[config.mk]
export PLATFORM = sky130hd
export DESIGN_NAME = xover_unit
export DESIGN_NICKNAME = d
export VERILOG_FILES = /design/src/rtl/xover_pkg.sv /design/src/rtl/xover_mask.sv /design/src/rtl/xover_mix.sv /design/src/rtl/xover_unit.sv
export SDC_FILE = /design/constraint.sdc
export NUM_CORES = 1
export LEC_CHECK = 0
export BUFFER_PORTS_ARGS = -buffer_cell sky130_fd_sc_hd__buf_4
export CORE_AREA = 2 2 121 123
export DETAILED_ROUTE_END_ITERATION = 8
export DIE_AREA = 0 0 123 125
export GPL_ROUTABILITY_DRIVEN = 0
export PLACE_DENSITY = 0.89
export SETUP_SLACK_MARGIN = 0.5
export SLEW_MARGIN = 30
export SYNTH_ARGS = -nofsm -noshare
export SYNTH_HDL_FRONTEND = slang
export SYNTH_SLANG_ARGS = --single-unit
[constraint.sdc]
create_clock -name clk -period 2 [get_ports clk]
set_input_delay 0.4 -clock clk [delete_from_list [all_inputs] [get_ports clk]]
set_output_delay 0.4 -clock clk [all_outputs]
set_load 0.02 [all_outputs]
[src/rtl/xover_pkg.sv]
package xover_pkg;
    localparam int GENE_W = 64;
    localparam int CUT_W  = $clog2(GENE_W);

    typedef logic [GENE_W-1:0] gene_t;

    typedef struct packed {
        gene_t hi_lo_a;
        gene_t hi_lo_b;
    } brood_t;
endpackage

[src/rtl/xover_mask.sv]
module xover_mask #(
    parameter int W  = 64,
    parameter int CW = $clog2(W)
) (
    input  logic [CW-1:0] cut,
    output logic [W-1:0]  mask
);
    for (genvar k = 0; k < W; k++) begin : g_therm
        assign mask[k] = (CW'(k) <= cut);
    end

    always_comb begin
        // bit 0 always set; set bits form a contiguous low run of cut+1
        assert (mask[0] == 1'b1);
        assert ($countones(mask) == int'(cut) + 1);
    end
endmodule

[src/rtl/xover_mix.sv]
module xover_mix #(
    parameter int W = 64
) (
    input  logic [W-1:0] mask,
    input  logic [W-1:0] p_lo,
    input  logic [W-1:0] p_hi,
    output logic [W-1:0] kid
);
    assign kid = (mask & p_lo) | (~mask & p_hi);
endmodule

[src/rtl/xover_unit.sv]
module xover_unit
    import xover_pkg::*;
(
    input  logic             clk,
    input  logic             rst,
    input  logic             in_vld,
    input  logic [GENE_W-1:0] par_a,
    input  logic [GENE_W-1:0] par_b,
    input  logic [CUT_W-1:0]  cut,
    output logic             out_vld,
    output logic [GENE_W-1:0] kid_a,
    output logic [GENE_W-1:0] kid_b
);
    gene_t  mask;
    brood_t nxt, cur;
    logic   vld_q;

    xover_mask #(.W(GENE_W), .CW(CUT_W)) u_mask (.cut(cut), .mask(mask));

    // one mixer per offspring, parents in opposite roles
    for (genvar i = 0; i < 2; i++) begin : g_mix
        if (i == 0) begin : g_a
            xover_mix #(.W(GENE_W)) u_mix (.mask(mask), .p_lo(par_a), .p_hi(par_b), .kid(nxt.hi_lo_a));
        end else begin : g_b
            xover_mix #(.W(GENE_W)) u_mix (.mask(mask), .p_lo(par_b), .p_hi(par_a), .kid(nxt.hi_lo_b));
        end
    end

    always_ff @(posedge clk) begin
        if (rst) begin
            cur   <= '0;
            vld_q <= 1'b0;
        end else begin
            vld_q <= in_vld;
            if (in_vld) cur <= nxt;
        end
    end

    assign out_vld = vld_q;
    assign kid_a   = cur.hi_lo_a;
    assign kid_b   = cur.hi_lo_b;

    assert_reset_clear_R9: assert property (@(posedge clk)
        rst |=> (!out_vld && kid_a == '0 && kid_b == '0));

    assert_valid_follow_R8: assert property (@(posedge clk) disable iff (rst)
        in_vld |=> out_vld);

    assert_hold_idle_R8: assert property (@(posedge clk) disable iff (rst)
        !in_vld |=> ($stable(kid_a) && $stable(kid_b) && !out_vld));

    assert_bits_conserved_R4: assert property (@(posedge clk) disable iff (rst)
        in_vld |=> ((kid_a ^ kid_b) == ($past(par_a) ^ $past(par_b))));

    assert_full_mask_R6: assert property (@(posedge clk) disable iff (rst)
        (in_vld && cut == '1) |=> (kid_a == $past(par_a) && kid_b == $past(par_b)));
endmodule

==> results of run 1 <==
## cell type report
| type | count | area (um^2) |
|---|---|---|
| Clock buffer | 22 | 464.2 |
| Clock inverter | 10 | 181.4 |
| Fill cell | 1151 | 4522 |
| Inverter | 6 | 22.52 |
| Multi-Input combinational cell | 594 | 3811 |
| Sequential cell | 129 | 2582 |
| Tap cell | 184 | 230.2 |
| Timing Repair Buffer | 298 | 2390 |
## layer usage
metal,GRT usage [%],vias to the layer above
met5,0,-
li1,-,3574
met1,35.93,3548
met4,12.70,0
met2,47.32,406
met3,8.120,75
## worst min-delay path, stage by stage
cell and delay [ns]:
buf_4 0.08, mux2i_1 0.06, nor2_1 0.07
## placed cells by master (no fill, tap or decap), drive strengths merged, types with 3 or more instances in the layout
cell and n:
a2111oi 7, a211o 4, a211oi 31, a21o 4, a21oi 7, a311oi 91
a31o 3, a31oi 3, and2 3, and3 5, and4 3, buf 298
bufinv 5, clkbuf 22, clkinv 4, dfxtp 129, inv 6, mux2i 22
nand2 40, nand3 70, nand3b 6, nand4 4, nor2 143, nor3 3
nor4 8, o211a 4, o211ai 9, o21a 4, o21ai 74, o21bai 4
o221a 8, o311ai 3, o31ai 6, or2 3, or4 5
## worst paths after layout
check / to / slack, ns / cells after the start
worst max-delay path: kid_a[61] / 0.61 / 4
worst min-delay path: kid_a[0] / 0.23 / 3
worst max register to register: kid_a[20] / 1.12 / 2
worst min register to register: kid_a[55] / 0.47 / 2
## cells in the mapped netlist (all sizes together)
library cell	count
nand3b	6
o311ai	3
and4	3
o41a	1
dfxtp	129
o2111a	1
a21o	4
nor2b	2
o21bai	4
a31o	3
a31oi	3
a21oi	7
and3	5
mux2i	22
a211o	4
clkbuf	36
o21a	4
inv	6
or3	2
o211ai	9
a311oi	91
o211a	4
o41ai	2
nand2b	1
or2	3
nor3	3
or4	5
nand2	40
a311o	1
nand3	70
o21ai	74
nor2	143
or4b	2
a2111oi	7
and2	3
nand4	4
a41oi	2
o31a	1
nor4	8
o2111ai	2
buf	58
a211oi	31
o221a	8
o31ai	6
## through the flow
step	hold WS (ns)	total power (uW)	worst slack, ns	instance area [um^2]	std cells
finish	0.2348	7999	0.6146	9682	1243
detailed placement	0.4668	4615	0.1837	9015	1211
floorplan	0.5318	3866	0.5119	6922	823
global route	0.2286	8293	0.5099	9682	1243
CTS	0.2212	8019	0.5544	9661	1243
global placement	0.4668	4580	0.2470	9015	1211
## power groups by stage
stage	clock network [uW]	logic (uW)	registers, uW
3_3_place_gp	0	1650	2930
5_1_grt	3560	1830	2900
2_1_floorplan	0	715	3150
6_report	3420	1700	2880
4_1_cts	3450	1690	2880
3_5_place_dp	0	1690	2930
## flip-flops by register name, indices dropped and copies added (netlist names)
register / cells
out_vld: 1
kid_a: 64
kid_b: 64
## logic make-up after synthesis
family                 after synthesis  share of synthesized area [%]
AOI/OAI and AO/OA                  272                          31.34
buffers and inverters              100                          7.777
and+or+nand+nor                    300                          20.37
DFF                                129                          37.33
muxes                               22                          3.183
## timing repair
action / CTS / global route
gates resized for setup: 0 / 5
endpoints found under the setup margin: 0 / 4
endpoints found under the hold margin: 0 / 0
==> results.md, run 1 <==
* Mean routed wirelength per cell at ~19 um
* CP required at 2.28 ns
* Post-CTS setup buffer count at 0
* DRC viols at 0
* Internal power at 5786 uW
* Syn Inst Count at 823
* Max_cap viols at 0
* Run status: complete, no violations
* Initial antenna violation count at 0
* Tmin final at 1.385 ns
* WS Path Type: in2reg
* Area Overhead vs Synth at 39.95%
* Vias in the first global route at 7079
* # setup viols final at 0
* Mapped Area at a little under 7000 um^2
* Post-DRT Antenna Nets at 0
* Die Width at 123 um
* Synth top area cells: dfxtp_1 (37%), a311oi_1 (11%), nor2_1 (7.7%)
* # IOs at between 200 and 300
* Die Y at 125 um
* Clock transition at the registers of the reported paths at ~0.06 ns
* Clock Latency Late Sink at 0.40 ns
* Clk_skew at 0 ns
* Mean post-synth cell area at 8.406 um^2
* Number of H-tree levels at 4
* Hold Startpoint: par_a[0]
* Detailed Routing Iterations Pass 1 at 5
* WL met3 at between 1500 and 2000 um
* Worst Hold Class: in2reg
* Peak supply drop at 0.5167 mV
* First-pass GRT wire length at 35780 um
* Worst Setup SP: cut[2]
* CTS root buf: clkbuf_16
* Final worst-path cycle share at 69.27%
* Port Buffers at 265
* Area share of the largest cell type after synthesis at 37.33%
* Fmax at 721.8 MHz
* Final WL at 23110 um
* Starting Density at 48.71%
* Largest net degree at the start of global routing at roughly 120
* Rows at 44
* Crit path max-delay cell type: o21ai_0
* Post-synth cell types at 66
* Crit-path max FO at 34
* CTS tree: built
* Tot GR Track Use at 29.16%
* Num CTS Buffers at 17
* Clk pwr share at approximately 43%
* Fin. Hold Viols at 0
* Least-Margin Pin Slew at 0.6708 ns
* Seq/Total Area, Yosys at 37.33%
* Core Area at around 14000 um^2
* RSZ-0062 raised after global routing: false
* Starting DRT DRC Count at 690
* TNS Setup at 0 ns
* Crit start category: primary input
* Top Metal Used: met4
* R2R Path Start: kid_a[20]
* Met2 routed WL at 10970 um
* Layout cells sized above 1 at 34.66%
* Psw at 2212 uW
* Sequential power share at 36.0%
* Die ar. at 15380 um^2
* Met1 WL at 9202 um
* Leakage power total at 0.004040 uW
* Relative slew slack at roughly 55%
* Final Util at 68.16%
* Cell family with most CP delay: compound AO/OA/AOI/OAI gates
* Largest area contributor in the synthesized netlist: dfxtp_1
* Worst Path Arrival at 1.66 ns
* Worst Path Buf+Inv at 1
* Via count at between 7000 and 8000
* Bufs on Longest Clock Path at 2
* Ys Warns at 0
* Max Slew Vio Count at 0
* Dpl hpwl at between 15000 and 20000 um
* Comb power frac at 21.3%
* Cell Pwr Density at 826.2 nW/um^2
* Worst Setup End Kind: register
* Cts hold-fix bufs at 0
* Syn nets at 960
* Switching share of power at 27.66%
* CP Cell Sequence: buf_4 -> nand4_1 -> o21ai_0 -> a311oi_1
* Final nets at 1183
* Max incr delay on CP at 0.38 ns
* CTS sink cnt at 129
* Seq cells post-synth at roughly 130
* Diode count at 0
* Overflow after GRT at 0
* Post-DR vias/cell at 6.117
Note: power is estimated with default switching activity, not from simulation.
==> run 2: changes to the inputs <==
Settings changed: ABC_AREA set to 1, CORE_AREA 2 2 121 123 to 2 2 122 124, DIE_AREA 0 0 123 125 to 0 0 124 126, PLACE_DENSITY 0.89 to 0.88.
Clock period 2 ns to 1.4 ns, I/O delays scaled along.
==> results.md, run 2 <==
* Run status: finished, violations left (was complete, no violations)
* Failing checks: design-rule violations
* Cell Pwr Density at 1041 nW/um^2 (was 826.2 nW/um^2)
* Worst Path Buf+Inv at 1 (unchanged)
* Post-DR vias/cell at 5.913 (was 6.117)
* Overflow after GRT at 0 (unchanged)
* Tmin final at between 1 and 1.5 ns
* TNS Setup at 0 ns (unchanged)
* Area share of the largest cell type after synthesis at 37.81% (was 37.33%)
* Core Area at 14310 um^2 (was 14200 um^2)
* Relative slew slack at 72.85% (was 55.28%)
* Initial antenna violation count at 0 (unchanged)
* Die Width at 124 um (was 123 um)
* Layout cells sized above 1 at 46.81% (was 34.66%)
* Seq cells post-synth at 129 (unchanged)
* # setup viols final at 0 (unchanged)
* EDFF count, synth at 0 (unchanged)
* Hold Slack at 0.08002 ns (was 0.2348 ns)
* Clock transition at the registers of the reported paths at 0.07 ns (was 0.06 ns)
* Mean post-synth cell area at 6.215 um^2 (was 8.406 um^2)
* Commonest cells after routing, fill and taps aside: nand2_1 (254), buf_4 (194), nand3_1 (152), nor2_1 (152), buf_6 (151) (was buf_4 (283), nor2_1 (142), dfxtp_1 (129))
* Seq/Total Area, Yosys at 37.81% (was 37.33%)
* Max Slew Vio Count at 0 (unchanged)
* WS Path Type: reg2out (was in2reg)
* Top FF cell, synth: dfxtp_1 (unchanged)
* Synth top cells by count: nand2_1 (307), nand3_1 (191), nor2_1 (169) (was nor2_1 (142), dfxtp_1 (129), a311oi_1 (90))
* Port Buffers at 265 (unchanged)
* First-pass GRT wire length at 41060 um (was 35780 um)
* Crit start category: register (was primary input)
* Largest area contributor in the synthesized netlist: dfxtp_1 (unchanged)
* Area occupied by multi-input gates at 4151 um^2 (was 3811 um^2)
* Syn nets at 1236 (was 960)
* Worst Hold Class: in2reg (unchanged)
* Tot GR Track Use at 33.74% (was 29.16%)
* Clk_skew at 0 ns (unchanged)
* Mean routed wirelength per cell at 20.52 um (was 18.59 um)
* Final WL at 33370 um (was 23110 um)
* Non-filler cells, final at 1626 (was 1243)
* Top Metal Used: met4 (unchanged)
* Vias in the first global route at 8382 (was 7079)
* FFs w/ async S/R, synth at 0% (unchanged)
* Max incr delay on CP at 0.41 ns (was 0.38 ns)
* Ys Warns at 0 (unchanged)
* RSZ-0062 raised after global routing: true (was false)
* Most common cell after layout, fill and taps aside: nand2_1 (was buf_4)
* Via count at 9615 (was 7603)
* Top-count cell post-synth: nand2_1 (was nor2_1)
* Diode count at 0 (unchanged)
* Syn Inst Count at 1099 (was 823)
* Fmax at around 800 MHz
* Mapped Area at 6830 um^2 (was 6918 um^2)
* Starting DRT DRC Count at 1407 (was 690)
* Post-Place Cell Area at 9429 um^2 (was 9015 um^2)
* Die ar. at 15620 um^2 (was 15380 um^2)
* WL met3 at 4042 um (was 1959 um)
* Placed insts at 1542 (was 1211)
* Final nets at 1566 (was 1183)
* Comb power frac at 26.5% (was 21.3%)
* Dpl hpwl at 18230 um (was 16720 um)
* Num CTS Buffers at 17 (unchanged)
* CP required at 1.12 ns (was 2.28 ns)
* Detailed Routing Iterations Pass 1 at 8 (was 5)
* Worst Path Arrival at 1.00 ns (was 1.66 ns)
* Clock Latency Late Sink at 0.43 ns (was 0.40 ns)
* Die Y at 126 um (was 125 um)
* Fin. Hold Viols at 0 (unchanged)
* Sequential power share at 33.9% (was 36.0%)
* Number of H-tree levels at 4 (unchanged)
* Register Area at 2746 um^2 (was 2582 um^2)
* CP Cell Sequence: buf_6 (was buf_4 -> nand4_1 -> o21ai_0 -> a311oi_1)
* Largest net degree at the start of global routing at 73 (was 117)
* Cell family with most CP delay: flip-flops (was compound AO/OA/AOI/OAI gates)
* Post-synth cell types at 25 (was 66)
* Final worst-path cycle share at approximately 91%
* DRC viols at 2 (was 0)
* Switching share of power at 30.50% (was 27.66%)
* Bufs on Longest Clock Path at 2 (unchanged)
* Least-Margin Pin Slew at 0.4030 ns (was 0.6708 ns)
* Synth top area cells: dfxtp_1 (38%), nand2_1 (17%), nand3_1 (14%) (was dfxtp_1 (37%), a311oi_1 (11%), nor2_1 (7.7%))
* # IOs at 266 (unchanged)
* Internal power at 8664 uW (was 5786 uW)
* Met1 WL at 11650 um (was 9202 um)
* Filler cells at 744 (was 1151)
* Crit-path max FO at 2 (was 34)
* Final Cell Area at 11980 um^2 (was 9682 um^2)
* Max_cap viols at 0 (unchanged)
* Leakage power total at 0.006109 uW (was 0.004040 uW)
* Post-DRT Antenna Nets at 0 (unchanged)
* Rows at 44 (unchanged)
* Worst Setup End Kind: output pin (was register)
* Met2 routed WL at 14900 um (was 10970 um)
* Final Util at 83.68% (was 68.16%)
* CTS sink cnt at 129 (unchanged)
* Psw at 3803 uW (was 2212 uW)
* Starting Density at 47.72% (was 48.71%)
* Clk pwr share at 39.6% (was 42.7%)
* CTS root buf: clkbuf_16 (unchanged)
* Area Overhead vs Synth at 75.36% (was 39.95%)
* CTS tree: built (unchanged)
* Peak supply drop at 1.046 mV (was 0.5167 mV)
* Crit path max-delay cell type: dfxtp_2 (was o21ai_0)
## run 2: changes by cell type in the layout (fill, tap and decap cells not counted), sizes merged, moves of 70 or more
cell,delta
inv,+116
a311oi,-91
nand3,+121
buf,+70
nand2,+269
## run 2: power groups by stage
stage	registers, uW	clock network (uW)	logic, uW
5_1_grt	4250	5090	3480
4_1_cts	4200	4850	2780
2_1_floorplan	4490	0	1100
3_3_place_gp	4170	0	2470
6_report	4230	4940	3300
3_5_place_dp	4170	0	2520
## run 2: worst paths after layout
path / from / endpoint / slack (ns) / cells after the start
max: kid_b[25] / kid_b[25] / 0.12 / 1
min: rst / out_vld / 0.08 / 2
max reg2reg: kid_a[63] / kid_a[63] / 0.49 / 2
min reg2reg: kid_b[60] / kid_b[60] / 0.49 / 2
## run 2: final cells by class
| type | instances | area share (%) |
|---|---|---|
| timing repair buffer | 370 | 30.60 |
| multi-input combinational | 785 | 34.66 |
| clock inverter | 9 | 1.274 |
| clock buffer | 23 | 4.074 |
| tap | 184 | 1.922 |
| sequential | 129 | 22.93 |
| inverter | 126 | 4.544 |
## run 2: logic make-up after synthesis
logic type / Yosys count / synth area share (%)
and+or+nand+nor: 680 / 41.60
DFF: 129 / 37.81
buffers and inverters: 185 / 11.05
AOI/OAI and AO/OA: 105 / 9.544
## run 2: layer usage
metal / global-route usage (%) / vias up
met5: 0 / -
met4: 19.04 / 0
met3: 9.103 / 265
met2: 56.08 / 846
met1: 38.76 / 4328
li1: - / 4176
## run 2: stage by stage
step	setup WS, ns	power (uW)
after floorplan	0.2216	5593
after global placement	0.01960	6641
after detailed placement	-0.02586	6692
after CTS	0.1964	11830
after global routing	0.1106	12820
final	0.1234	12470
## run 2: repair_timing
item | 4_1_cts | 5_1_grt
endpoints found under the setup margin | 188 | 222
hold buffers | 0 | 0
pin swaps | 7 | 51
buffers inserted | 12 | 38
cloned | 0 | 2
gates resized for setup | 288 | 175
==> run 3: changes to the inputs <==
Settings changed: CORE_AREA 2 2 122 124 to 2 2 138 140, DIE_AREA 0 0 124 126 to 0 0 140 142, PLACE_DENSITY 0.88 to 0.73.
==> results.md, run 3 (synthesized netlist as in run 2, its figures left out) <==
* Post-DR vias/cell at 5.225 (was 5.913)
* RSZ-0062 raised after global routing: true (unchanged)
* Placed insts at 1600 (was 1542)
* Layout cells sized above 1 at 49.73% (was 46.81%)
* Die ar. at 19880 um^2 (was 15620 um^2)
* Core Area at 18460 um^2 (was 14310 um^2)
* Post-DRT Antenna Nets at 0 (unchanged)
* Tmin final at 1.179 ns (was 1.277 ns)
* Clk_skew at 0 ns (unchanged)
* Cts hold-fix bufs at 0 (unchanged)
* # setup viols final at 0 (unchanged)
* Starting DRT DRC Count at 626 (was 1407)
* Fin. Hold Viols at 0 (unchanged)
* Crit-path max FO at 2 (unchanged)
* Max incr delay on CP at 0.36 ns (was 0.41 ns)
* Final nets at 1580 (was 1566)
* Comb power frac at 26.9% (was 26.5%)
* Relative slew slack at 70.93% (was 72.85%)
* Rows at 50 (was 44)
* FF-to-FF End: kid_b[25] (was kid_a[63])
* Filler cells at 1477 (was 744)
* R2R Path Start: kid_b[25] (was kid_a[63])
* Crit path max-delay cell type: dfxtp_2 (unchanged)
* Non-filler cells, final at 1690 (was 1626)
* Mean routed wirelength per cell at 17.03 um (was 20.52 um)
* Worst Path Buf+Inv at 1 (unchanged)
* Largest net degree at the start of global routing at 98 (was 73)
* CP Cell Sequence: buf_6 (unchanged)
* Max Slew Vio Count at 0 (unchanged)
* Failing checks: design-rule violations (unchanged)
* Bufs on Longest Clock Path at 2 (unchanged)
* Psw at 3600 uW (was 3803 uW)
* Diode count at 0 (unchanged)
* Worst Hold Class: in2reg (unchanged)
* Die Width at 140 um (was 124 um)
* Reg2reg setup slack at 0.53 ns (was 0.49 ns)
* CTS tree: built (unchanged)
* Least-Margin Pin Slew at 0.4360 ns (was 0.4030 ns)
* Initial antenna violation count at 0 (unchanged)
* Area Overhead vs Synth at 80.49% (was 75.36%)
* Die Y at 142 um (was 126 um)
* Worst Path Arrival at 0.90 ns (was 1.00 ns)
* Fmax at 847.9 MHz (was 783.3 MHz)
* Detailed Routing Iterations Pass 1 at 8 (unchanged)
* Max_cap viols at 0 (unchanged)
* Commonest cells after routing, fill and taps aside: nand2_1 (244), buf_4 (201), nor2_1 (154), buf_6 (154), dfxtp_2 (129) (was nand2_1 (254), buf_4 (194), nand3_1 (152), nor2_1 (152), buf_6 (151))
* Cell family with most CP delay: flip-flops (unchanged)
* CTS sink cnt at 129 (unchanged)
* Final WL at 28780 um (was 33370 um)
* Internal power at 8417 uW (was 8664 uW)
* DRC viols at 16 (was 2)
* # IOs at 266 (unchanged)
* Worst Setup End Kind: output pin (unchanged)
* Cell Pwr Density at 974.8 nW/um^2 (was 1041 nW/um^2)
* Most common cell after layout, fill and taps aside: nand2_1 (unchanged)
* Hold Startpoint: par_a[0] (was rst)
* Clk pwr share at 38.0% (was 39.6%)
* Dpl hpwl at 19200 um (was 18230 um)
* Run status: finished, violations left (unchanged)
* Final worst-path cycle share at 84.25% (was 91.19%)
* CP required at 1.12 ns (about the same)
* Peak supply drop at 0.8744 mV (was 1.046 mV)
* Starting Density at 37.01% (was 47.72%)
* Via count at 8830 (was 9615)
* Worst Hold End: kid_a[0] (was out_vld)
* Reg2reg path depth at 5 (was 2)
* Crit start category: register (unchanged)
* Clock transition at the registers of the reported paths at 0.06 ns (was 0.07 ns)
* CTS root buf: clkbuf_16 (unchanged)
* Vias in the first global route at 7935 (was 8382)
* Register Area at 2744 um^2 (was 2746 um^2)
* First-pass GRT wire length at 39810 um (was 41060 um)
* Clock Latency Late Sink at 0.42 ns (was 0.43 ns)
* Sequential power share at 35.0% (was 33.9%)
* Number of H-tree levels at 4 (unchanged)
* Hold Path Stages at 3 (was 2)
* TNS Setup at 0 ns (unchanged)
* WS Path Type: reg2out (unchanged)
* Area occupied by multi-input gates at 4372 um^2 (was 4151 um^2)
* Port Buffers at 265 (unchanged)
* Leakage power total at 0.006212 uW (was 0.006109 uW)
* Num CTS Buffers at 17 (unchanged)
* Tot GR Track Use at 25.50% (was 33.74%)
* Overflow after GRT at 0 (unchanged)
* Switching share of power at 29.96% (was 30.50%)
run 3: area by class of cell:
class | instances | share of cell area, %
clock buffers | 22 | 3.765
clock inverters | 10 | 1.086
inverters | 126 | 4.354
multi-input cells | 787 | 35.46
flip-flops and latches | 129 | 22.26
well taps | 234 | 2.375
repair buffers | 381 | 30.63
repair inverters | 1 | 0.07104
run 3: power groups by stage:
stage / registers, uW / clock network [uW] / logic [uW]
4_1_cts: 4210 / 4620 / 2800
3_3_place_gp: 4170 / 0 / 2500
3_5_place_dp: 4180 / 0 / 2540
6_report: 4210 / 4570 / 3240
5_1_grt: 4240 / 4800 / 3460
2_1_floorplan: 4490 / 0 / 1100
run 3: routing by layer:
metal  up-vias  part of all wire, %  wire length [um]  global-route usage, %
met5         -                    0                 0                      0
met4         0                  4.1              1194                  11.32
met2       416                   48             13930                  42.55
li1       4218                    -                 -                      -
met3       101                  7.8              2240                  6.090
met1      4095                   40             11420                  31.52
run 3: worst max path at each step:
| stage | startpoint | to | slack [ns] | depth (start not counted) |
|---|---|---|---|---|
| final | kid_b[23] | kid_b[23] | 0.22 | 1 |
| after global routing | kid_a[4] | kid_a[4] | 0.20 | 1 |
| after CTS | kid_b[23] | kid_b[23] | 0.21 | 1 |
| after detailed placement | cut[5] | kid_a[49] | -0.08 | 8 |
| after global placement | cut[5] | kid_b[49] | -0.04 | 8 |
| after floorplan | cut[2] | kid_a[45] | 0.22 | 9 |
run 3: timing repair:
item | in CTS | in global routing
endpoints found under the setup margin | 222 | 217
resized for setup | 301 | 204
buffers inserted | 14 | 36
pin swaps | 10 | 84
cloned | 1 | 7
run 3: stage by stage:
step / worst slack (ns) / utilization (%) / hold slack [ns] / power, uW / cell area [um^2]
2_1_floorplan: 0.2216 / - / 0.4149 / 5593 / 7203
3_3_place_gp: -0.04453 / 51.48 / 0.4630 / 6671 / 9502
3_5_place_dp: -0.07614 / 51.48 / 0.4657 / 6715 / 9502
4_1_cts: 0.2059 / 59.71 / 0.08744 / 11630 / 11020
5_1_grt: 0.2031 / 66.80 / 0.09432 / 12490 / 12330
6_report: 0.2206 / 66.80 / 0.09743 / 12020 / 12330
